$ cat src/rtl/spiflash_fe_pkg.sv
package spiflash_fe_pkg;
    localparam int BYTE_W = 8;
    localparam int BIT_W  = $clog2(BYTE_W);

    typedef logic [BYTE_W-1:0] byte_t;
    typedef logic [BIT_W-1:0]  bitidx_t;

    typedef enum logic [1:0] {
        PH_OPCODE  = 2'd0,
        PH_ADDRESS = 2'd1,
        PH_PAYLOAD = 2'd2
    } frame_phase_e;

    // Events seen by the receive framer, one clk cycle each
    typedef struct packed {
        logic cs_act;
        logic cs_stop;
        logic sck_rise;
        logic si_bit;
    } rx_events_t;

    function automatic byte_t push_msb_first(byte_t cur, logic b);
        return {cur[BYTE_W-2:0], b};
    endfunction

    function automatic logic last_bit(bitidx_t c);
        return c == bitidx_t'(BYTE_W - 1);
    endfunction

    function automatic logic at_byte_edge(bitidx_t c);
        return c == '0;
    endfunction
endpackage

$ cat src/rtl/spiflash_pin_sync.sv
module spiflash_pin_sync
    import spiflash_fe_pkg::*;
#(
    parameter int STAGES = 2
) (
    input  logic       clk,
    input  logic       rst,
    input  logic       sck_pin,
    input  logic       cs_n_pin,
    input  logic       si_pin,
    output rx_events_t rx_ev,
    output logic       sck_fall
);
    logic [STAGES-1:0] sck_ch;
    logic [STAGES-1:0] cs_ch;
    logic [STAGES-1:0] si_ch;
    logic              sck_prev;
    logic              cs_prev;
    logic              sck_cur;
    logic              cs_cur;

    always_ff @(posedge clk) begin
        if (rst) begin
            sck_ch   <= '0;
            cs_ch    <= '1;
            si_ch    <= '0;
            sck_prev <= 1'b0;
            cs_prev  <= 1'b1;
        end else begin
            sck_ch   <= (sck_ch << 1) | STAGES'(sck_pin);
            cs_ch    <= (cs_ch << 1) | STAGES'(cs_n_pin);
            si_ch    <= (si_ch << 1) | STAGES'(si_pin);
            sck_prev <= sck_cur;
            cs_prev  <= cs_cur;
        end
    end

    assign sck_cur = sck_ch[STAGES-1];
    assign cs_cur  = cs_ch[STAGES-1];

    always_comb begin
        rx_ev.cs_act   = ~cs_cur;
        rx_ev.cs_stop  = cs_cur & ~cs_prev;
        rx_ev.sck_rise = ~cs_cur & sck_cur & ~sck_prev;
        rx_ev.si_bit   = si_ch[STAGES-1];
    end

    assign sck_fall = ~cs_cur & ~sck_cur & sck_prev;
endmodule

$ cat src/rtl/spiflash_rx_framer.sv
module spiflash_rx_framer
    import spiflash_fe_pkg::*;
#(
    parameter int ADDR_BYTES = 3,
    localparam int ADDR_W = ADDR_BYTES * BYTE_W,
    localparam int IDX_W  = $clog2(ADDR_BYTES + 1)
) (
    input  logic              clk,
    input  logic              rst,
    input  rx_events_t        rx_ev,
    output bitidx_t           bit_cnt,
    output logic              opc_valid,
    output byte_t             opc,
    output logic              addr_valid,
    output logic [ADDR_W-1:0] addr,
    output logic              wr_valid,
    output byte_t             wr_byte,
    output logic              frame_end,
    output logic              frame_clean
);
    frame_phase_e      phase;
    byte_t             rx_sh;
    byte_t             rx_next;
    logic [IDX_W-1:0]  addr_idx;

    assign rx_next = push_msb_first(rx_sh, rx_ev.si_bit);

    always_ff @(posedge clk) begin
        if (rst) begin
            bit_cnt     <= '0;
            rx_sh       <= '0;
            phase       <= PH_OPCODE;
            addr_idx    <= '0;
            opc_valid   <= 1'b0;
            opc         <= '0;
            addr_valid  <= 1'b0;
            addr        <= '0;
            wr_valid    <= 1'b0;
            wr_byte     <= '0;
            frame_end   <= 1'b0;
            frame_clean <= 1'b0;
        end else begin
            opc_valid  <= 1'b0;
            addr_valid <= 1'b0;
            wr_valid   <= 1'b0;
            frame_end  <= 1'b0;
            if (rx_ev.cs_stop) begin
                frame_end   <= 1'b1;
                frame_clean <= at_byte_edge(bit_cnt);
            end
            if (!rx_ev.cs_act) begin
                bit_cnt  <= '0;
                rx_sh    <= '0;
                phase    <= PH_OPCODE;
                addr_idx <= '0;
            end else if (rx_ev.sck_rise) begin
                bit_cnt <= bit_cnt + 1'b1;
                rx_sh   <= rx_next;
                if (last_bit(bit_cnt)) begin
                    unique case (phase)
                        PH_OPCODE: begin
                            opc       <= rx_next;
                            opc_valid <= 1'b1;
                            phase     <= PH_ADDRESS;
                        end
                        PH_ADDRESS: begin
                            addr     <= (addr << BYTE_W) | ADDR_W'(rx_next);
                            addr_idx <= addr_idx + 1'b1;
                            if (addr_idx == IDX_W'(ADDR_BYTES - 1)) begin
                                addr_valid <= 1'b1;
                                phase      <= PH_PAYLOAD;
                            end
                        end
                        default: begin
                            wr_byte  <= rx_next;
                            wr_valid <= 1'b1;
                        end
                    endcase
                end
            end
        end
    end
endmodule

$ cat src/rtl/spiflash_tx_shifter.sv
module spiflash_tx_shifter
    import spiflash_fe_pkg::*;
(
    input  logic  clk,
    input  logic  rst,
    input  logic  cs_act,
    input  logic  sck_fall,
    input  logic  byte_edge,
    input  logic  rd_en,
    input  byte_t rd_data,
    output logic  so_q,
    output logic  oe_q,
    output logic  rd_take
);
    byte_t tx_sh;

    always_ff @(posedge clk) begin
        if (rst) begin
            tx_sh   <= '0;
            so_q    <= 1'b0;
            oe_q    <= 1'b0;
            rd_take <= 1'b0;
        end else begin
            rd_take <= 1'b0;
            if (!cs_act) begin
                oe_q <= 1'b0;
            end else if (sck_fall) begin
                if (byte_edge) begin
                    if (rd_en) begin
                        // first bit straight from the core's byte
                        so_q    <= rd_data[BYTE_W-1];
                        tx_sh   <= {rd_data[BYTE_W-2:0], 1'b0};
                        oe_q    <= 1'b1;
                        rd_take <= 1'b1;
                    end else begin
                        oe_q <= 1'b0;
                    end
                end else begin
                    so_q  <= tx_sh[BYTE_W-1];
                    tx_sh <= {tx_sh[BYTE_W-2:0], 1'b0};
                end
            end
        end
    end
endmodule

$ cat src/rtl/spiflash_serial_frontend.sv
module spiflash_serial_frontend
    import spiflash_fe_pkg::*;
#(
    parameter int SYNC_STAGES = 2,
    parameter int ADDR_BYTES  = 3,
    localparam int ADDR_W = ADDR_BYTES * BYTE_W
) (
    input  logic              clk,
    input  logic              rst,
    input  logic              spi_sck,
    input  logic              spi_cs_n,
    input  logic              spi_si,
    output logic              spi_so,
    output logic              spi_so_oe,
    output logic              cmd_valid,
    output logic [7:0]        cmd_opcode,
    output logic              addr_valid,
    output logic [ADDR_W-1:0] addr_value,
    output logic              wdat_valid,
    output logic [7:0]        wdat_byte,
    input  logic              rdat_en,
    input  logic [7:0]        rdat_byte,
    output logic              rdat_take,
    output logic              frame_done,
    output logic              frame_whole
);
    rx_events_t rx_ev;
    logic       sck_fall;
    bitidx_t    bit_cnt;
    logic       so_q;
    logic       so_oe_q;

    spiflash_pin_sync #(.STAGES(SYNC_STAGES)) u_sync (
        .clk      (clk),
        .rst      (rst),
        .sck_pin  (spi_sck),
        .cs_n_pin (spi_cs_n),
        .si_pin   (spi_si),
        .rx_ev    (rx_ev),
        .sck_fall (sck_fall)
    );

    spiflash_rx_framer #(.ADDR_BYTES(ADDR_BYTES)) u_rx (
        .clk         (clk),
        .rst         (rst),
        .rx_ev       (rx_ev),
        .bit_cnt     (bit_cnt),
        .opc_valid   (cmd_valid),
        .opc         (cmd_opcode),
        .addr_valid  (addr_valid),
        .addr        (addr_value),
        .wr_valid    (wdat_valid),
        .wr_byte     (wdat_byte),
        .frame_end   (frame_done),
        .frame_clean (frame_whole)
    );

    spiflash_tx_shifter u_tx (
        .clk       (clk),
        .rst       (rst),
        .cs_act    (rx_ev.cs_act),
        .sck_fall  (sck_fall),
        .byte_edge (at_byte_edge(bit_cnt)),
        .rd_en     (rdat_en),
        .rd_data   (rdat_byte),
        .so_q      (so_q),
        .oe_q      (so_oe_q),
        .rd_take   (rdat_take)
    );

    // pad release follows the raw pins without waiting for the synchronizer
    assign spi_so_oe = so_oe_q & ~spi_cs_n & ~rst;
    assign spi_so    = spi_so_oe & so_q;
endmodule

$ cat config.mk
export PLATFORM = sky130hd
export DESIGN_NAME = spiflash_serial_frontend
export DESIGN_NICKNAME = d
export VERILOG_FILES = /design/src/rtl/spiflash_fe_pkg.sv /design/src/rtl/spiflash_pin_sync.sv /design/src/rtl/spiflash_rx_framer.sv /design/src/rtl/spiflash_tx_shifter.sv /design/src/rtl/spiflash_serial_frontend.sv
export SDC_FILE = /design/constraint.sdc
export NUM_CORES = 1
export LEC_CHECK = 0
export ABC_CLOCK_PERIOD_IN_PS = 1500
export BUFFER_PORTS_ARGS = -buffer_cell sky130_fd_sc_hd__clkbuf_2
export CAP_MARGIN = 0
export CORE_ASPECT_RATIO = 1.1
export CORE_MARGIN = 5
export CORE_UTILIZATION = 51
export CTS_BUF_LIST = sky130_fd_sc_hd__clkbuf_4
export DETAILED_ROUTE_END_ITERATION = 12
export MAX_ROUTING_LAYER = met4
export PLACE_DENSITY = 0.89
export SYNTH_ARGS = -nofsm -noshare
export SYNTH_HDL_FRONTEND = slang
export SYNTH_HIERARCHICAL = 1
export SYNTH_SLANG_ARGS = --single-unit
export TNS_END_PERCENT = 5
$ cat constraint.sdc
create_clock -name clk -period 1.5 [get_ports clk]
set_clock_uncertainty 0.05 [all_clocks]
set_input_delay 0.3 -clock clk [delete_from_list [all_inputs] [get_ports clk]]
set_output_delay 0.3 -clock clk [all_outputs]
set_load 0.01 [all_outputs]
==> impl_metrics.py, run 1 <==
metrics = {
    "outcome": {
        "status": "finished with violations",
        "violations": "negative setup slack",
    },
    "logic_synthesis": {
        "synth_compound_area_frac": 0.0672,
        "syn_avg_cell_area_um2": 10.5,
        "netlist_instances": 293,
        "synth_xor_area_frac": 0.00570,
        "synthAdderAreaFrac": 0.0163,
        "synth_fp_nets": 311,
        "synth_top_family_by_area": "simple AND/OR/NAND/NOR gates",
        "muxShareOfSynthArea": 0.156,
        "ys_warn_count": 6,
        "synth_top_area_cell": "dfxtp_1",
        "synth_area_leaders": "dfxtp_1 50%, mux2i_1 16%, nand2b_1 8.8%",
        "synth.distinct_cells": 33,
        "netlist_area_mm2": 0.00307,
        "synth-seq-cells": 77,
        "synth_seq_area_share": 0.502,
        "yosys.area_share.simple": 0.204,
        "synth_top_area_share": 0.502,
    },
    "setup_path": {
        "r2r_cells": 6,
        "required_ps": 1790,
        "end_kind": "flip-flop",
        "path_cells": "ha_4 -> ha_4 -> and3b_2 -> and3_4 -> buf_12 -> mux2i_1",
        "critPathKind": "flip-flop to flip-flop",
        "crit_slowest_cell": "dfxtp_4",
        "arrival_ps": 1850,
        "cp_common_cell": "ha_4",
        "cpPeakStageDelay_ps": 380,
        "worstPathMaxFanout": 9,
        "timing.rr.start": "u_rx/bit_cnt[0]",
        "startpoint_type": "flip-flop",
        "r2r_setup_slack_ps": -60,
        "rr_endpoint": "u_rx/addr[16]",
    },
    "min_path": {
        "holdPathEnd": "u_sync/sck_ch[0]",
        "hold_start": "spi_sck",
        "hold_path_depth": 2,
        "hp-class": "input port to flip-flop",
    },
    "floorplan": {
        "rows": 29,
        "initial_utilization": 0.529,
        "dieArea_mm2": 0.00768,
        "coreArea_mm2": 0.00581,
        "die_y_um": 91.4,
        "die_w_um": 84.0,
        "io_pins": 62,
    },
    "global_route": {
        "antenna_found_initial": 0,
        "grt_overflow": 0,
        "grt_pass1_wl_um": 10100,
        "grt_usage": 0.168,
        "grt_max_degree": 57,
        "grt_pass1_vias": 2157,
    },
    "timing": {
        "final-hold-violation-count": 0,
        "max_freq_ghz": 0.642,
        "grt_setup_unrepaired": "yes",
        "relSlewSlack": 0.752,
        "maxSlewViolCount": 0,
        "setup_tns_ps": -102,
        "whs_ps": 50.9,
        "setup-violations-final": 3,
        "fin_ws_ps": -57.3,
        "worst_pin_slew_ps": 371,
        "finalCriticalPeriod_ps": 1560,
        "fin_crit_sh": 1.04,
    },
    "pwr": {
        "power.leakage_nw": 1.54,
        "peakVddDrop_mv": 0.550,
        "power_density_mw_per_mm2": 915,
    },
    "place": {
        "gp_congestion": 0.758,
        "port-buffer-count": 61,
        "post-place-cells": 427,
        "dp_hpwl_um": 4350,
    },
    "cts": {
        "cts.path.max_buffers": 2,
        "h-tree-depth": 3,
        "cts_buffers": 9,
        "clockRootBuffer": "clkbuf_4",
        "cts_tree": "built",
        "clk_latency_ps": 420,
        "cts_sinks": 77,
        "clk_pin_slew_worst_paths_ps": 130,
    },
    "final_layout": {
        "layout_common_cells": "74 x dfxtp_1, 61 x clkbuf_2, 48 x mux2i_1",
        "diodes": 0,
        "final_layout_size_suffix_gt1_frac": 0.322,
        "finalNetCount": 382,
        "syn_to_final_growth_pct": 22.4,
        "instances_no_fill": 446,
        "n_fill_cell": 453,
        "final_common_cell": "dfxtp_1",
    },
    "drt": {
        "routedWlPerCell_um": 13.8,
        "drt-initial-drc-count": 79,
        "drc_errors": 0,
        "drt-total-wl_um": 6180,
        "vias_per_cell": 5.00,
        "drt-pass1-iter-count": 4,
        "ant_nets": 0,
        "dr_total_vias": 2230,
    },
    "run": {
        "drv_cap": 0,
    },
}
[per-layer routing]
| metal | track usage | part of all wire | up-vias |
|---|---|---|---|
| met4 | 0.0764 | 0.015 | 0 |
| met3 | 0.0471 | 0.045 | 9 |
| met5 | - | 0 | - |
| li1 | - | - | 1131 |
| met1 | 0.184 | 0.42 | 1042 |
| met2 | 0.284 | 0.52 | 48 |
[power by group]
| group | internal (mW) | switching (mW) |
|---|---|---|
| combinational | 0.0535 | 0.0510 |
| clock | 0.530 | 0.748 |
| sequential | 2.05 | 0.00553 |
| total | 2.64 | 0.805 |
[synthesized netlist by cell type (all sizes together)]
cell / n
a21oi: 19
clkbuf: 10
and4: 1
nand2: 19
nand3: 3
and4b: 1
ha: 4
nand2b: 44
mux2i: 48
nor3: 1
nand3b: 2
a211oi: 8
buf: 8
and4bb: 1
nand4: 2
and3b: 2
nor3b: 4
nor2: 16
nor2b: 7
bufbuf: 1
inv: 5
or2: 3
and3: 1
xnor2: 2
a21bo: 1
a31oi: 1
and2: 2
dfxtp: 77
[worst max path at each step]
stage	startpoint	endpoint	slack [ps]	cells after the start
after floorplan	u_rx/bit_cnt[0]	u_rx/addr[10]	-40	7
after global placement	u_rx/bit_cnt[0]	u_rx/opc[7]	40	5
after detailed placement	u_rx/bit_cnt[0]	u_rx/addr[14]	-40	6
after CTS	u_rx/bit_cnt[0]	u_rx/addr[1]	-60	6
after global routing	u_rx/bit_cnt[0]	u_rx/addr[16]	-100	6
final	u_rx/bit_cnt[0]	u_rx/addr[16]	-60	6
[area by class of cell]
type / count / area, µm² / area share
clock inverter: 7 / 80.1 / 0.0213
clock buffer: 9 / 67.6 / 0.0180
multi-input combinational: 192 / 1430 / 0.381
tap: 77 / 96.3 / 0.0256
sequential: 77 / 1550 / 0.411
inverter: 5 / 18.8 / 0.00499
timing repair buffer: 79 / 518 / 0.138
[timing repair]
| action | 4_1_cts | 5_1_grt |
|---|---|---|
| gates resized for setup | 8 | 2 |
| setup buffers | 0 | 2 |
| setup endpoints to repair | 26 | 48 |
| gates cloned | 1 | 0 |
| pin swaps | 0 | 1 |
| hold buffers | 0 | 0 |
[worst max-delay path, delay by kind of cell (launching register included)]
family | cells | cell delay (ps)
multiplexers | 1 | 230
adder cells (fa/ha/maj) | 2 | 260
AND/OR/NAND/NOR | 2 | 430
buffers and inverters | 1 | 150
flip-flops | 1 | 380
[cell families after synthesis]
kind of cell,Yosys count
and+or+nand+nor,109
adders and majority gates,4
DFF,77
xor gates and xnor gates,2
buffers and inverters,24
AOI/OAI and AO/OA,29
muxes,48
[state kept, by name (all words and copies together) (netlist names)]
register          flops
u_sync/cs_ch          2
u_rx/phase            2
u_rx/opc_valid        1
u_rx/addr_valid       1
u_tx/rd_take          1
u_tx/so_q             1
u_rx/addr_idx         2
u_rx/addr            24
u_sync/sck_prev       1
u_sync/si_ch          2
u_sync/cs_prev        1
u_rx/wr_valid         1
u_rx/frame_clean      1
u_rx/wr_byte          8
u_rx/frame_end        1
u_tx/tx_sh            7
u_rx/opc              8
u_rx/bit_cnt          3
u_tx/oe_q             1
u_rx/rx_sh            7
u_sync/sck_ch         2
[per-stage QoR]
step                setup slack (ps)  cell area [µm²]  utilization  total power [mW]
finish                         -57.3             3760        0.648              3.44
global route                    -101             3760        0.648              3.60
global placement                40.9             3550        0.611              2.21
CTS                            -62.0             3740        0.645              3.49
floorplan                      -40.3             3110            -              2.17
detailed placement             -38.1             3550        0.611              2.21
No activity file was read; power rests on OpenSTA's default activity.
==> run 2: changes to the inputs <==
SYNTH_HIERARCHICAL = default   (was 1)
==> run 2 against run 1 <==
  * The flow still finishes with violations (negative setup slack)
  * Hold slack got worse by 25 ps
  * Power fell by 1.0%
  * Die area fell by 1.4%
  * Synthesized area fell by 1.6%
  * Largest power group unchanged
  * Sequential share of layout area rose by 0.19 points
  * Critical path depth did not move
  * Flip-flop and latch count did not move
  * Clock-buffer cell count did not move
==> impl_metrics.py, run 2 <==
metrics = {
    "final_layout": {
        "instances_no_fill": 475,
        "final_layout_size_suffix_gt1_frac": 0.369,
        "final_common_cell": "dfxtp_1",
        "largest_registers": "u_rx.addr x24, u_rx.opc x8, u_rx.wr_byte x8",
        "finalNetCount": 411,
        "largest_reg_flops": 24,
        "regMostFlops": "u_rx.addr",
        "syn_to_final_growth_pct": 24.5,
        "layout_common_cells": "71 x dfxtp_1, 60 x clkbuf_2, 47 x a21oi_1",
        "diodes": 0,
    },
    "drt": {
        "vias_per_cell": 5.66,
        "drt-initial-drc-count": 325,
        "dr_total_vias": 2689,
        "routedWlPerCell_um": 16.6,
        "drt-pass1-iter-count": 4,
        "drt-total-wl_um": 7870,
        "drc_errors": 0,
        "ant_nets": 0,
    },
    "timing": {
        "fin_crit_sh": 1.07,
        "final-hold-violation-count": 0,
        "fin_ws_ps": -104,
        "maxSlewViolCount": 0,
        "relSlewSlack": 0.608,
        "finalCriticalPeriod_ps": 1600,
        "setup-violations-final": 24,
        "max_freq_ghz": 0.624,
        "grt_setup_unrepaired": "yes",
        "setup_tns_ps": -1180,
        "worst_pin_slew_ps": 588,
    },
    "floorplan": {
        "die_w_um": 83.4,
        "dieArea_mm2": 0.00757,
        "io_pins": 62,
        "coreArea_mm2": 0.00577,
        "initial_utilization": 0.524,
        "rows": 29,
        "die_y_um": 90.8,
    },
    "pwr": {
        "power_density_mw_per_mm2": 905,
        "peakVddDrop_mv": 0.559,
        "power.leakage_nw": 1.39,
        "power_mw": 3.41,
    },
    "global_route": {
        "grt_pass1_vias": 2445,
        "antenna_found_initial": 0,
        "grt_usage": 0.200,
        "grt_max_degree": 51,
        "grt_pass1_wl_um": 12000,
        "grt_overflow": 0,
    },
    "logic_synthesis": {
        "synth_area_leaders": "dfxtp_1 51%, a21oi_1 10%, nand3_1 7.1%",
        "synthArstFlopShare": 0,
        "ys_warn_count": 0,
        "synth_top_area_cell": "dfxtp_1",
        "netlist_area_mm2": 0.00302,
        "synth_seq_area_share": 0.510,
        "synth_top_area_share": 0.510,
        "netlist_instances": 333,
        "syn_avg_cell_area_um2": 9.08,
        "synth_edf_count": 0,
        "synth.distinct_cells": 32,
        "synth_most_common_cell": "dfxtp_1",
        "synth_fp_nets": 351,
        "synthFlopType": "dfxtp_1",
        "synth_common_cells": "77 x dfxtp_1, 61 x a21oi_1, 43 x nand3_1",
        "synth-seq-cells": 77,
    },
    "outcome": {
        "status": "finished with violations",
        "violations": "negative setup slack",
    },
    "setup_path": {
        "cpPeakStageDelay_ps": 400,
        "crit_slowest_cell": "or3b_4",
        "startpoint_type": "flip-flop",
        "path_depth": 6,
        "arrival_ps": 1850,
        "crit_family": "simple AND/OR/NAND/NOR gates",
        "worstPathMaxFanout": 7,
        "end_kind": "flip-flop",
        "r2r_cells": 6,
        "required_ps": 1750,
        "critPathKind": "flip-flop to flip-flop",
        "crit_buf_inv": 2,
        "path_cells": "inv_1 -> ha_2 -> or3b_4 -> buf_6 -> a21oi_2 -> a211oi_2",
    },
    "place": {
        "post-place-cells": 456,
        "dp_hpwl_um": 4720,
        "gp_congestion": 0.822,
        "port-buffer-count": 61,
    },
    "cts": {
        "hold_buffers": 0,
        "h-tree-depth": 3,
        "clk_pin_slew_worst_paths_ps": 120,
        "clk_latency_ps": 430,
        "cts_tree": "built",
        "cts_sinks": 77,
        "clockRootBuffer": "clkbuf_4",
        "cts.path.max_buffers": 2,
        "cts_buffers": 9,
    },
    "run": {
        "drv_cap": 0,
    },
    "min_path": {
        "hp-class": "input port to flip-flop",
        "hold_path_depth": 2,
    },
}
run 2: cell type report:
class / count / area (µm²)
Fill cell: 434 / 2000
Tap cell: 77 / 96.3
Clock inverter: 7 / 66.3
Multi-Input combinational cell: 218 / 1440
Inverter: 6 / 22.5
Timing Repair Buffer: 81 / 514
Clock buffer: 9 / 67.6
Sequential cell: 77 / 1560
run 2: stage by stage:
step	utilization	setup WS [ps]	hold WS (ps)	cell area, µm²
2_1_floorplan	-	-87.5	339	3050
4_1_cts	0.635	-35.7	17.4	3660
3_3_place_gp	0.598	-101	349	3450
5_1_grt	0.653	-155	23.9	3770
3_5_place_dp	0.598	-203	362	3450
6_report	0.653	-104	25.4	3770
run 2: logic make-up (layout without fill, tap and decap cells):
kind of cell | after synthesis | after routing | share of synthesized area
flops | 77 | 77 | 0.510
compound gates | 112 | 112 | 0.212
fa+ha+maj | 4 | 4 | 0.0166
mux | 8 | 8 | 0.0265
buf+inv | 38 | 103 | 0.0658
simple gates | 93 | 93 | 0.166
xor+xnor | 1 | 1 | 0.00290
run 2: power breakdown:
part	switching, mW	leakage (nW)	total, mW	internal, mW
logic	0.0631	0.690	0.106	0.0429
registers	0.0104	0.624	2.06	2.05
clock network	0.740	0.0771	1.24	0.500
total	0.813	1.39	3.41	2.59
run 2: worst paths after layout:
kind         slack, ps               to            start
min                 30  u_sync.si_ch[0]           spi_si
min reg2reg        380  u_sync.cs_ch[1]  u_sync.cs_ch[0]
max reg2reg       -100    u_tx.tx_sh[4]  u_rx.bit_cnt[0]
max               -100    u_tx.tx_sh[4]  u_rx.bit_cnt[0]
run 2: layer usage:
layer,wire length [µm],up-vias,global-route usage
met5,0,-,-
met4,191,0,0.0845
met3,497,20,0.0557
met2,4020,96,0.310
met1,3160,1284,0.246
li1,-,1289,-
run 2: timing repair:
action	in CTS	in global routing
gates cloned	1	0
resized for setup	26	39
setup endpoints to repair	52	47
setup buffers	0	2
endpoints found under the hold margin	0	0
pin swaps	3	5
==> run 3: changes to the inputs <==
ABC_CLOCK_PERIOD_IN_PS = 1800   (was 1500)
BUFFER_PORTS_ARGS = -buffer_cell sky130_fd_sc_hd__buf_2   (was -buffer_cell sky130_fd_sc_hd__clkbuf_2)
CORE_UTILIZATION = 56   (was 51)
PLACE_DENSITY = 0.92   (was 0.89)
clock period = 1.8 ns   (was 1.5 ns; I/O delays follow)
==> run 3 against run 2 <==
  * The run now ends clean
  * Clock power is 16% higher
  * Global-route usage is 1.4 points higher
  * Final cell count is 2.3% lower
  * First-iteration DRC count is 18% lower
  * Utilization is 2.0 points higher
  * Critical endpoint is now u_rx.addr_idx[1]
  * Flip-flop and latch count stayed put
  * Via count is 2.9% lower
  * Combinational power is 30% lower
  * Sequential power is 17% lower
  * Critical path depth stayed put
==> impl_metrics.py, run 3 (synthesis gave the netlist of run 2 again) <==
metrics = {
    "outcome": {
        "status": "complete, no violations",
    },
    "setup_path": {
        "rr_endpoint": "u_rx.addr_idx[1]",
        "required_ps": 2090,
        "path_cells": "ha_1 -> ha_1 -> buf_4 -> and3b_2 -> buf_4 -> a311oi_1",
        "crit_buf_inv": 2,
        "end_kind": "flip-flop",
        "r2r_setup_slack_ps": 120,
        "arrival_ps": 1980,
        "startpoint_type": "flip-flop",
        "cpPeakStageDelay_ps": 350,
        "crit_slowest_cell": "dfxtp_2",
        "r2r_cells": 6,
        "crit_family": "adder cells",
        "critPathKind": "flip-flop to flip-flop",
        "worstPathMaxFanout": 10,
        "path_depth": 6,
        "timing.rr.start": "u_rx.bit_cnt[0]",
    },
    "pwr": {
        "power.leakage_nw": 1.40,
        "p_sw_frac": 0.202,
        "power_density_mw_per_mm2": 903,
        "pwr-share-seq": 0.532,
        "pwr-share-clk": 0.445,
        "peakVddDrop_mv": 0.601,
        "power_mw": 3.23,
        "p_int_mw": 2.58,
        "combPwrFrac": 0.023,
        "power_switching_mw": 0.655,
    },
    "timing": {
        "fin_crit_sh": 0.935,
        "setup_tns_ps": 0,
        "max_freq_ghz": 0.594,
        "worst_pin_slew_ps": 639,
        "setup-violations-final": 0,
        "whs_ps": 82.8,
        "relSlewSlack": 0.574,
        "finalCriticalPeriod_ps": 1680,
        "fin_ws_ps": 117,
        "maxSlewViolCount": 0,
        "final-hold-violation-count": 0,
    },
    "drt": {
        "drt-total-wl_um": 7010,
        "drt-initial-drc-count": 265,
        "ant_nets": 0,
        "dr_total_vias": 2612,
        "routedWlPerCell_um": 15.1,
        "drc_errors": 0,
        "drt-pass1-iter-count": 6,
        "vias_per_cell": 5.63,
    },
    "global_route": {
        "grt_pass1_vias": 2335,
        "grt_overflow": 0,
        "grt_pass1_wl_um": 11200,
        "antenna_found_initial": 0,
        "grt_max_degree": 60,
        "grt_usage": 0.214,
    },
    "final_layout": {
        "regMostFlops": "u_rx.addr",
        "diodes": 0,
        "largest_reg_flops": 24,
        "final_common_cell": "dfxtp_1",
        "largest_registers": "u_rx.addr x24, u_rx.opc x8, u_rx.wr_byte x8",
        "layout_common_cells": "76 x dfxtp_1, 62 x buf_2, 61 x a21oi_1",
        "fin_area_mm2": 0.00358,
        "final_layout_size_suffix_gt1_frac": 0.275,
        "multiInputGateArea_mm2": 0.00132,
        "post-route-util": 0.672,
        "syn_to_final_growth_pct": 18.4,
        "instances_no_fill": 464,
        "n_fill_cell": 414,
        "regArea_mm2": 0.00154,
        "finalNetCount": 402,
    },
    "cts": {
        "cts_buffers": 9,
        "cts.path.max_buffers": 2,
        "clockRootBuffer": "clkbuf_4",
        "hold_buffers": 0,
        "clk_latency_ps": 430,
        "cts_tree": "built",
        "cts_sinks": 77,
        "clk_pin_slew_worst_paths_ps": 120,
        "h-tree-depth": 3,
    },
    "floorplan": {
        "dieArea_mm2": 0.00697,
        "rows": 28,
        "die_y_um": 87.1,
        "coreArea_mm2": 0.00533,
        "io_pins": 62,
        "die_w_um": 80.1,
        "initial_utilization": 0.568,
    },
    "place": {
        "dp_hpwl_um": 4450,
        "dp_slack_ps": -214,
        "post_dp_cell_area_mm2": 0.00334,
        "gp_congestion": 0.813,
        "post-place-cells": 447,
        "port-buffer-count": 61,
    },
    "min_path": {
        "hold_path_depth": 2,
        "hp-class": "input port to flip-flop",
        "holdPathEnd": "u_sync.cs_ch[0]",
        "hold_start": "spi_cs_n",
    },
    "run": {
        "drv_cap": 0,
    },
}
[run 3: cell types whose count changed in the layout (fill, tap and decap cells not counted), sizes merged]
| cell | before | now |
|---|---|---|
| clkbuf | 69 | 9 |
| buf | 21 | 72 |
| clkinv | 6 | 2 |
| bufinv | 1 | 4 |
| clkinvlp | 0 | 1 |
[run 3: area by class of cell]
type / instances / share of cell area
flip-flops and latches: 77 / 0.431
multi-input cells: 218 / 0.367
repair buffers: 72 / 0.112
clock inverters: 7 / 0.0384
well taps: 75 / 0.0262
clock buffers: 9 / 0.0189
inverters: 6 / 0.00629
[run 3: worst max-delay path by stage]
stage,slack (ps),to,from
finish,120,u_rx.addr_idx[1],u_rx.bit_cnt[0]
global route,-30,u_rx.phase[0],u_rx.bit_cnt[1]
CTS,40,u_rx.phase[0],u_rx.bit_cnt[0]
detailed placement,-210,u_tx.rd_take,u_rx.bit_cnt[0]
global placement,-60,u_tx.tx_sh[1],u_rx.bit_cnt[0]
floorplan,130,u_rx.opc[2],u_rx.bit_cnt[0]
[run 3: per-layer routing]
layer	global-route usage	wire length, µm
met2	0.323	3440
met4	0.126	220
met3	0.0435	470
met1	0.264	2870
met5	-	0
[run 3: timing repair]
action,4_1_cts,5_1_grt
buffers inserted,0,0
hold endpoints to repair,0,0
resized for setup,2,8
setup endpoints to repair,14,24
cloned,0,1
[run 3: power by group through the flow]
stage	Combinational, mW	Clock (mW)	Sequential (mW)
6_report	0.0745	1.44	1.72
5_1_grt	0.0813	1.53	1.72
4_1_cts	0.0745	1.45	1.72
3_5_place_dp	0.0737	0	1.76
3_3_place_gp	0.0730	0	1.76
2_1_floorplan	0.0527	0	1.76
